## src/rtl/testPortPkg.sv

```systemverilog
package testPortPkg;

  localparam int IR_W = 4;
  localparam logic [IR_W-1:0] IR_RESET_CODE   = 4'b1111;
  localparam logic [IR_W-1:0] IR_CAPTURE_CODE = 4'b0001;
  localparam logic [IR_W-1:0] IR_IDCHAIN_CODE = 4'b0011;
  localparam logic [IR_W-1:0] IR_BISTRUN_CODE = 4'b0100;
  localparam logic [IR_W-1:0] IR_STCTL_CODE   = 4'b0101;

  typedef enum logic [3:0] {
    ST_RESET, ST_IDLE, ST_SEL_DR, ST_CAP_DR, ST_SH_DR, ST_EX1_DR, ST_PAU_DR, ST_EX2_DR,
    ST_UPD_DR, ST_SEL_IR, ST_CAP_IR, ST_SH_IR, ST_EX1_IR, ST_PAU_IR, ST_EX2_IR, ST_UPD_IR
  } tapState_t;

  typedef enum logic [2:0] {
    PATH_BSCAN = 3'd0,
    PATH_IDCH  = 3'd1,
    PATH_STAT  = 3'd2,
    PATH_STCTL = 3'd3,
    PATH_ZERO  = 3'd4,
    PATH_BYP   = 3'd5
  } drPath_t;

  typedef struct packed {
    logic    capDr;
    logic    shDr;
    logic    updDr;
    logic    shIr;
    logic    irBit;
    logic    bistGo;
    drPath_t path;
  } tapStb_t;

  function automatic tapState_t tapNext(input tapState_t cur, input logic tmsIn);
    tapState_t nxt;
    unique case (cur)
      ST_RESET:  nxt = tmsIn ? ST_RESET  : ST_IDLE;
      ST_IDLE:   nxt = tmsIn ? ST_SEL_DR : ST_IDLE;
      ST_SEL_DR: nxt = tmsIn ? ST_SEL_IR : ST_CAP_DR;
      ST_CAP_DR: nxt = tmsIn ? ST_EX1_DR : ST_SH_DR;
      ST_SH_DR:  nxt = tmsIn ? ST_EX1_DR : ST_SH_DR;
      ST_EX1_DR: nxt = tmsIn ? ST_UPD_DR : ST_PAU_DR;
      ST_PAU_DR: nxt = tmsIn ? ST_EX2_DR : ST_PAU_DR;
      ST_EX2_DR: nxt = tmsIn ? ST_UPD_DR : ST_SH_DR;
      ST_UPD_DR: nxt = tmsIn ? ST_SEL_DR : ST_IDLE;
      ST_SEL_IR: nxt = tmsIn ? ST_RESET  : ST_CAP_IR;
      ST_CAP_IR: nxt = tmsIn ? ST_EX1_IR : ST_SH_IR;
      ST_SH_IR:  nxt = tmsIn ? ST_EX1_IR : ST_SH_IR;
      ST_EX1_IR: nxt = tmsIn ? ST_UPD_IR : ST_PAU_IR;
      ST_PAU_IR: nxt = tmsIn ? ST_EX2_IR : ST_PAU_IR;
      ST_EX2_IR: nxt = tmsIn ? ST_UPD_IR : ST_SH_IR;
      ST_UPD_IR: nxt = tmsIn ? ST_SEL_DR : ST_IDLE;
      default:   nxt = ST_RESET;
    endcase
    return nxt;
  endfunction

endpackage

```

## src/rtl/testPortCtl.sv

```systemverilog
module testPortCtl
  import testPortPkg::*;
(
  input  logic    tck,
  input  logic    trstN,
  input  logic    tms,
  input  logic    tdi,
  output tapStb_t stb
);

  tapState_t curSt;
  tapState_t nxtSt;
  logic [IR_W-1:0] irShift;
  logic [IR_W-1:0] irReg;
  drPath_t pathSel;

  always_comb nxtSt = tapNext(curSt, tms);

  always_ff @(posedge tck or negedge trstN) begin
    if (!trstN) curSt <= ST_RESET;
    else        curSt <= nxtSt;
  end

  // instruction shift stage and the held instruction
  always_ff @(posedge tck or negedge trstN) begin
    if (!trstN) begin
      irShift <= IR_CAPTURE_CODE;
    end else if (curSt == ST_CAP_IR) begin
      irShift <= IR_CAPTURE_CODE;
    end else if (curSt == ST_SH_IR) begin
      irShift <= {tdi, irShift[IR_W-1:1]};
    end
  end

  always_ff @(posedge tck or negedge trstN) begin
    if (!trstN) begin
      irReg <= IR_RESET_CODE;
    end else if (nxtSt == ST_RESET) begin
      irReg <= IR_RESET_CODE;
    end else if (curSt == ST_UPD_IR) begin
      irReg <= irShift;
    end
  end

  // family from the top two bits, exact codes pick the variant
  always_comb begin
    unique case (irReg[3:2])
      2'b00:   pathSel = (irReg == IR_IDCHAIN_CODE) ? PATH_IDCH : PATH_BSCAN;
      2'b01:   pathSel = (irReg == IR_STCTL_CODE) ? PATH_STCTL : PATH_STAT;
      2'b10:   pathSel = PATH_ZERO;
      default: pathSel = PATH_BYP;
    endcase
  end

  always_comb begin
    stb.capDr  = (curSt == ST_CAP_DR);
    stb.shDr   = (curSt == ST_SH_DR);
    stb.updDr  = (curSt == ST_UPD_DR);
    stb.shIr   = (curSt == ST_SH_IR);
    stb.irBit  = irShift[0];
    stb.bistGo = (curSt == ST_UPD_IR) && (irShift == IR_BISTRUN_CODE);
    stb.path   = pathSel;
  end

  AST_FIVE_HIGH_RESET: assert property (@(posedge tck) disable iff (!trstN) (tms && $past(tms) && $past(tms, 2) && $past(tms, 3) && $past(tms, 4)) |=> (curSt == ST_RESET));
  AST_RESET_HOLDS_BYPASS: assert property (@(posedge tck) disable iff (!trstN) (curSt == ST_RESET) |-> (irReg == IR_RESET_CODE));
  AST_IR_CAPTURE_PATTERN: assert property (@(posedge tck) disable iff (!trstN) (curSt == ST_CAP_IR) |=> (irShift == IR_CAPTURE_CODE));
  AST_IR_UPDATE_LOADS: assert property (@(posedge tck) disable iff (!trstN) (curSt == ST_UPD_IR) |=> (irReg == $past(irShift)));

endmodule

```

## src/rtl/testPortPath.sv

```systemverilog
module testPortPath
  import testPortPkg::*;
#(
  parameter int              BS_W        = 8,
  parameter logic [31:0]     ID_CODE     = 32'h1A5C_0E3B,
  parameter int              CTL_W       = 8,
  parameter int              BIST_CYCLES = 10240,
  parameter logic [CTL_W-1:0] LFSR_TAPS  = 8'hB8
) (
  input  logic            tck,
  input  logic            trstN,
  input  logic            tdi,
  input  tapStb_t         stb,
  input  logic [BS_W-1:0] bsIn,
  output logic            tdo,
  output logic            tdoOe,
  output logic [BS_W-1:0] bsOut,
  output logic            bistBusy
);

  localparam int ID_W   = 32;
  localparam int STAT_W = CTL_W + 2;
  localparam int CNT_W  = $clog2(BIST_CYCLES + 1);
  localparam logic [CNT_W-1:0] CNT_LAST = CNT_W'(BIST_CYCLES - 1);

  logic [BS_W-1:0]   bsSh;
  logic [ID_W-1:0]   idSh;
  logic              bypBit;
  logic [CTL_W-1:0]  ctlSh;
  logic [CTL_W-1:0]  ctlReg;
  logic [STAT_W-1:0] statSh;
  logic [CTL_W-1:0]  sigReg;
  logic [CNT_W-1:0]  cycCnt;
  logic              bistDone;
  logic              drBit;
  logic              chainSel;

  function automatic logic [CTL_W-1:0] lfsrNext(input logic [CTL_W-1:0] s);
    return s[0] ? ((s >> 1) ^ LFSR_TAPS) : (s >> 1);
  endfunction

  assign chainSel = (stb.path == PATH_BSCAN) || (stb.path == PATH_IDCH);

  // boundary chain, shared by the plain and the identified variant
  always_ff @(posedge tck or negedge trstN) begin
    if (!trstN) begin
      bsSh <= '0;
    end else if (stb.capDr && chainSel) begin
      bsSh <= bsIn;
    end else if (stb.shDr && chainSel) begin
      bsSh <= {tdi, bsSh[BS_W-1:1]};
    end
  end

  always_ff @(posedge tck or negedge trstN) begin
    if (!trstN) begin
      bsOut <= '0;
    end else if (stb.updDr && (stb.path == PATH_BSCAN)) begin
      bsOut <= bsSh;
    end
  end

  // identification word sits between the chain and data out
  always_ff @(posedge tck or negedge trstN) begin
    if (!trstN) begin
      idSh <= '0;
    end else if (stb.capDr && (stb.path == PATH_IDCH)) begin
      idSh <= ID_CODE;
    end else if (stb.shDr && (stb.path == PATH_IDCH)) begin
      idSh <= {bsSh[0], idSh[ID_W-1:1]};
    end
  end

  always_ff @(posedge tck or negedge trstN) begin
    if (!trstN) begin
      bypBit <= 1'b0;
    end else if (stb.capDr && (stb.path == PATH_BYP)) begin
      bypBit <= 1'b0;
    end else if (stb.shDr && (stb.path == PATH_BYP)) begin
      bypBit <= tdi;
    end
  end

  // self-test control word: shadow shift stage plus held value
  always_ff @(posedge tck or negedge trstN) begin
    if (!trstN) begin
      ctlSh  <= '0;
      ctlReg <= '0;
    end else if (stb.capDr && (stb.path == PATH_STCTL)) begin
      ctlSh <= ctlReg;
    end else if (stb.shDr && (stb.path == PATH_STCTL)) begin
      ctlSh <= {tdi, ctlSh[CTL_W-1:1]};
    end else if (stb.updDr && (stb.path == PATH_STCTL)) begin
      ctlReg <= ctlSh;
    end
  end

  always_ff @(posedge tck or negedge trstN) begin
    if (!trstN) begin
      statSh <= '0;
    end else if (stb.capDr && (stb.path == PATH_STAT)) begin
      statSh <= {bistDone, bistBusy, sigReg};
    end else if (stb.shDr && (stb.path == PATH_STAT)) begin
      statSh <= {tdi, statSh[STAT_W-1:1]};
    end
  end

  // self-test engine: fixed-length signature run
  always_ff @(posedge tck or negedge trstN) begin
    if (!trstN) begin
      bistBusy <= 1'b0;
      bistDone <= 1'b0;
      cycCnt   <= '0;
      sigReg   <= '0;
    end else if (stb.bistGo) begin
      bistBusy <= 1'b1;
      bistDone <= 1'b0;
      cycCnt   <= '0;
      sigReg   <= ctlReg;
    end else if (bistBusy) begin
      sigReg <= lfsrNext(sigReg);
      cycCnt <= cycCnt + 1'b1;
      if (cycCnt == CNT_LAST) begin
        bistBusy <= 1'b0;
        bistDone <= 1'b1;
      end
    end
  end

  always_comb begin
    unique case (stb.path)
      PATH_BSCAN: drBit = bsSh[0];
      PATH_IDCH:  drBit = idSh[0];
      PATH_STAT:  drBit = statSh[0];
      PATH_STCTL: drBit = ctlSh[0];
      PATH_BYP:   drBit = bypBit;
      default:    drBit = 1'b0;
    endcase
  end

  // output stage on the falling edge
  always_ff @(negedge tck or negedge trstN) begin
    if (!trstN) begin
      tdo   <= 1'b0;
      tdoOe <= 1'b0;
    end else begin
      tdoOe <= stb.shDr || stb.shIr;
      if (stb.shDr)      tdo <= drBit;
      else if (stb.shIr) tdo <= stb.irBit;
    end
  end

  AST_OE_ONLY_SHIFT: assert property (@(posedge tck) disable iff (!trstN) tdoOe |-> (stb.shDr || stb.shIr));
  AST_BIST_START: assert property (@(posedge tck) disable iff (!trstN) stb.bistGo |=> (bistBusy && !bistDone));
  AST_BIST_END_DONE: assert property (@(posedge tck) disable iff (!trstN) $fell(bistBusy) |-> bistDone);
  AST_BUSY_DONE_EXCL: assert property (@(posedge tck) disable iff (!trstN) !(bistBusy && bistDone));
  AST_ID_CAPTURE: assert property (@(posedge tck) disable iff (!trstN) (stb.capDr && (stb.path == PATH_IDCH)) |=> (idSh == ID_CODE));

endmodule

```

## src/rtl/testPortTop.sv

```systemverilog
module testPortTop
  import testPortPkg::*;
#(
  parameter int               BS_W        = 8,
  parameter logic [31:0]      ID_CODE     = 32'h1A5C_0E3B,
  parameter int               CTL_W       = 8,
  parameter int               BIST_CYCLES = 10240,
  parameter logic [CTL_W-1:0] LFSR_TAPS   = 8'hB8
) (
  input  logic            tck,
  input  logic            trstN,
  input  logic            tms,
  input  logic            tdi,
  input  logic [BS_W-1:0] bsIn,
  output logic            tdo,
  output logic            tdoOe,
  output logic [BS_W-1:0] bsOut,
  output logic [2:0]      selPath,
  output logic            drCapture,
  output logic            drShift,
  output logic            drUpdate,
  output logic            bistBusy
);

  tapStb_t stb;

  testPortCtl uCtl (
    .tck   (tck),
    .trstN (trstN),
    .tms   (tms),
    .tdi   (tdi),
    .stb   (stb)
  );

  testPortPath #(
    .BS_W        (BS_W),
    .ID_CODE     (ID_CODE),
    .CTL_W       (CTL_W),
    .BIST_CYCLES (BIST_CYCLES),
    .LFSR_TAPS   (LFSR_TAPS)
  ) uPath (
    .tck      (tck),
    .trstN    (trstN),
    .tdi      (tdi),
    .stb      (stb),
    .bsIn     (bsIn),
    .tdo      (tdo),
    .tdoOe    (tdoOe),
    .bsOut    (bsOut),
    .bistBusy (bistBusy)
  );

  assign selPath   = stb.path;
  assign drCapture = stb.capDr;
  assign drShift   = stb.shDr;
  assign drUpdate  = stb.updDr;

endmodule

```

## config.mk

```make
export PLATFORM = sky130hd
export DESIGN_NAME = testPortTop
export DESIGN_NICKNAME = d
export VERILOG_FILES = /design/src/rtl/testPortPkg.sv /design/src/rtl/testPortCtl.sv /design/src/rtl/testPortPath.sv /design/src/rtl/testPortTop.sv
export SDC_FILE = /design/constraint.sdc
export NUM_CORES = 1
export LEC_CHECK = 0
export BUFFER_PORTS_ARGS = -buffer_cell sky130_fd_sc_hd__buf_2
export CAP_MARGIN = 40
export CORE_MARGIN = 8
export CORE_UTILIZATION = 35
export CTS_CLUSTER_SIZE = 12
export DETAILED_ROUTE_END_ITERATION = 16
export GPL_ROUTABILITY_DRIVEN = 0
export HOLD_SLACK_MARGIN = 0.08
export PLACE_DENSITY = 0.53
export REMOVE_ABC_BUFFERS = 1
export SLEW_MARGIN = 10
export SYNTH_ARGS = -nofsm -noshare
export SYNTH_HDL_FRONTEND = slang
export SYNTH_SLANG_ARGS = --single-unit
export TNS_END_PERCENT = 30
```

## constraint.sdc

```tcl
create_clock -name tck -period 5.03 [get_ports tck]
set_clock_uncertainty 0.2 [all_clocks]
set_input_delay 0 -clock tck [delete_from_list [all_inputs] [get_ports tck]]
set_output_delay 0 -clock tck [all_outputs]
set_load 0.02 [all_outputs]
```

==> results.txt <==
Unrepaired setup endpoints after global routing: false
# hold bufs at CTS: 13
Critical path's largest stage delay: 760 ps
Status: finished, final reports clean
Layout cells sized above 1: 0.180
Pin count of the biggest net entering global routing: 65
Kind of start point of the critical path: flop
Area of the mapped netlist: 5190 um^2
Hold Crit Class: in -> async
Max FO, Critical Path: 24
Antenna Cells: 0
Die Height: 138 um
CTS Buf Count: 17
Final Max Tran Viols: 0
Initial Utilization: 0.357
Post-DRT Antenna Nets: 0
Worst-Skew Late Latency: 420 ps
R2R depth: 3
Total I/O pin count: 29
Die Area: 19000 um^2
Worst path depth: 3
Worst path slowest cell: or4b_4
Flops & latches, synth: 113
# Post-CTS Setup Buffers: 0
Cell variety after synth: 51
CP Capture Point: uPath.tdo
Via density per instance: 5.09
DP Wirelength: 7.01 mm
DP Cell Count: 701
CP Data Arrival Time: 2020 ps
Final Hold Viols: 0
Worst setup path start: uCtl.curSt[1]
P_leak: 2.74 nW
Syn Area/Cell: 10.0 um^2
Worst path top cell family by delay: simple AND/OR/NAND/NOR gates
CTS tree: built
Global-route wire length before repair: 19.2 mm
Worst-case clock buffer depth: 2
Syn. warnings: 0
Data required, critical path: 2740 ps
Crit Path Class: reg -> reg
Antenna violations before repair: 0
Worst-path clk slew: 50 ps
DR pass1 iterations: 4
R2R setup slack: 710 ps
FILL cells: 1407
Peak VDD IR: 0.000298 V
Post_cts resized: 0
Die W: 138 um
Synth-to-Final Area Change: 19.2%
R2R Path Start: uCtl.curSt[1]
Total track usage: 0.129
Mapped Cells: 517
Slew headroom: 0.401
Reg2reg end: uPath.tdo
Rows: 44
Vias in the first global route: 3815
Power Density: 562 nW/um^2
Sinks on Clock Net: 113
Seq/Total Area, Yosys: 0.546
CP bufs+invs: 0
Htree depth: 4
Setup-failing EPs final: 0
Actual slew at the worst max-slew pin: 897 ps
IO buf count: 28
Final Non-Filler Cells: 746
# Max-Cap Violations: 0
Core ar.: 14500 um^2
Crit. End Element: flop
DRC viols: 0
WL final: 11.3 mm
CP cell instances: or4b_4 -> nor2_1 -> o2bb2ai_1
Via count: 3798
DR WL/cell: 15.1 um
Initial DRC count: 213
Final nets: 562
Root Driver: clkbuf_16
Setup tns final: 0 ps
Global route overflow: 0
[worst reg2reg max path, cell delays in order (launching register included)]
cell       delay [ps]
dfrtp_1           560
or4b_4            760
nor2_1            170
o2bb2ai_1         120
[cells in the mapped netlist, drive strengths merged]
cell type  instances  share of area
a211oi             1         0.0014
a21boi             2         0.0072
a21o               1         0.0014
a21oi             15          0.014
a221oi             2         0.0034
a22o               1         0.0017
a2bb2oi           11          0.019
a311oi             1         0.0017
a31oi              1         0.0012
and3               3         0.0036
and3b              2         0.0034
and4               2         0.0034
buf               22          0.025
clkbuf            17          0.012
dfrtn              2         0.0096
dfrtp            106           0.51
dfstp              5          0.025
ha                 1         0.0024
inv                3         0.0022
mux2              17          0.037
mux2i             19          0.037
nand2             95          0.069
nand2b             7         0.0084
nand3              9         0.0087
nand4              5         0.0089
nand4bb            1         0.0022
nor2              42          0.030
nor2b              4         0.0048
nor3               4         0.0058
nor3b              1         0.0014
nor4               4         0.0060
nor4bb             1         0.0019
o2111ai            1         0.0029
o211ai             2         0.0029
o21ai             64          0.062
o22ai             18          0.022
o2bb2ai            2         0.0034
o311a              1         0.0019
o32ai              1         0.0017
or2                1         0.0012
or3                4         0.0048
or4b               1         0.0027
xnor2              9          0.015
xor2               6          0.010
[sequential cells by signal, summed over array words and instances (netlist names)]
name	flops
uPath.statSh	10
uPath.bypBit	1
uPath.ctlReg	8
uCtl.irShift	4
uPath.cycCnt	14
uPath.sigReg	8
uPath.bsOut	8
uCtl.irReg	4
uPath.bistBusy	1
uPath.idSh	32
uPath.bistDone	1
uPath.bsSh	8
uPath.tdoOe	1
uCtl.curSt	4
uPath.ctlSh	8
uPath.tdo	1
[layer usage]
layer,vias up,track usage,part of all wire
met5,-,0,0
met4,0,0.0669,0.013
met3,14,0.0303,0.032
met2,55,0.194,0.47
met1,1866,0.169,0.49
li1,1863,-,-
[kinds of logic after synthesis]
family	share of synthesized area
adders and majority gates	0.00241
AOI/OAI and AO/OA	0.147
buffers and inverters	0.0391
DFF	0.546
xor gates and xnor gates	0.0253
and+or+nand+nor	0.166
muxes	0.0735
[cell usage in the layout (no fill, tap or decap), types with 3 or more instances in the layout]
master,n
a21oi_1,15
a2bb2oi_1,11
and3_1,3
buf_2,27
buf_4,12
clkbuf_16,17
clkinv_2,4
clkinv_4,3
clkinvlp_4,3
dfrtp_1,106
dfstp_2,5
dlygate4sd3_1,13
inv_1,3
mux2_2,17
mux2i_1,19
nand2_1,95
nand2b_1,7
nand3_1,9
nand4_1,4
nor2_1,42
nor2b_1,4
nor4_1,3
o21ai_0,60
o21ai_1,4
o22ai_1,18
or3_1,4
xnor2_1,9
xor2_1,6
[where the power goes]
part	leakage [nW]	switching [mW]	internal, mW
clock	0.279	0.433	0.740
combinational	0.987	0.509	0.400
sequential	1.47	0.233	1.16
total	2.74	1.18	2.30
[cell type report]
| type | count | area (um^2) | share of cell area |
|---|---|---|---|
| Sequential cell | 113 | 2830 | 0.458 |
| Multi-Input combinational cell | 362 | 2170 | 0.351 |
| Clock buffer | 19 | 443 | 0.0716 |
| Timing Repair Buffer | 52 | 355 | 0.0575 |
| Tap cell | 184 | 230 | 0.0372 |
| Clock inverter | 13 | 138 | 0.0223 |
| Inverter | 3 | 11.3 | 0.00182 |
[through the flow]
step / total power [mW] / cell area [um^2] / util / setup slack [ps] / hold slack [ps]
after floorplan: 2.00 / 5000 / - / 783 / -496
after global placement: 2.28 / 5460 / 0.376 / 762 / -340
after detailed placement: 2.31 / 5470 / 0.377 / 738 / -340
after CTS: 3.51 / 6180 / 0.426 / 722 / 203
after global routing: 3.69 / 6180 / 0.426 / 633 / 237
final: 3.48 / 6180 / 0.426 / 713 / 172
[worst min path at each step]
| stage | from | to | slack (ps) | depth (start not counted) |
|---|---|---|---|---|
| 5_1_grt | bsIn[2] | uPath.bsSh[2] | 240 | 4 |
| 3_5_place_dp | trstN | uPath.bypBit | -340 | 1 |
| 4_1_cts | bsIn[3] | uPath.bsSh[3] | 200 | 4 |
| 3_3_place_gp | trstN | uPath.bypBit | -340 | 1 |
| 2_1_floorplan | trstN | uCtl.curSt[0] | -500 | 0 |
| 6_report | trstN | uPath.cycCnt[13] | 170 | 3 |
(Power assumes the default switching activity.)
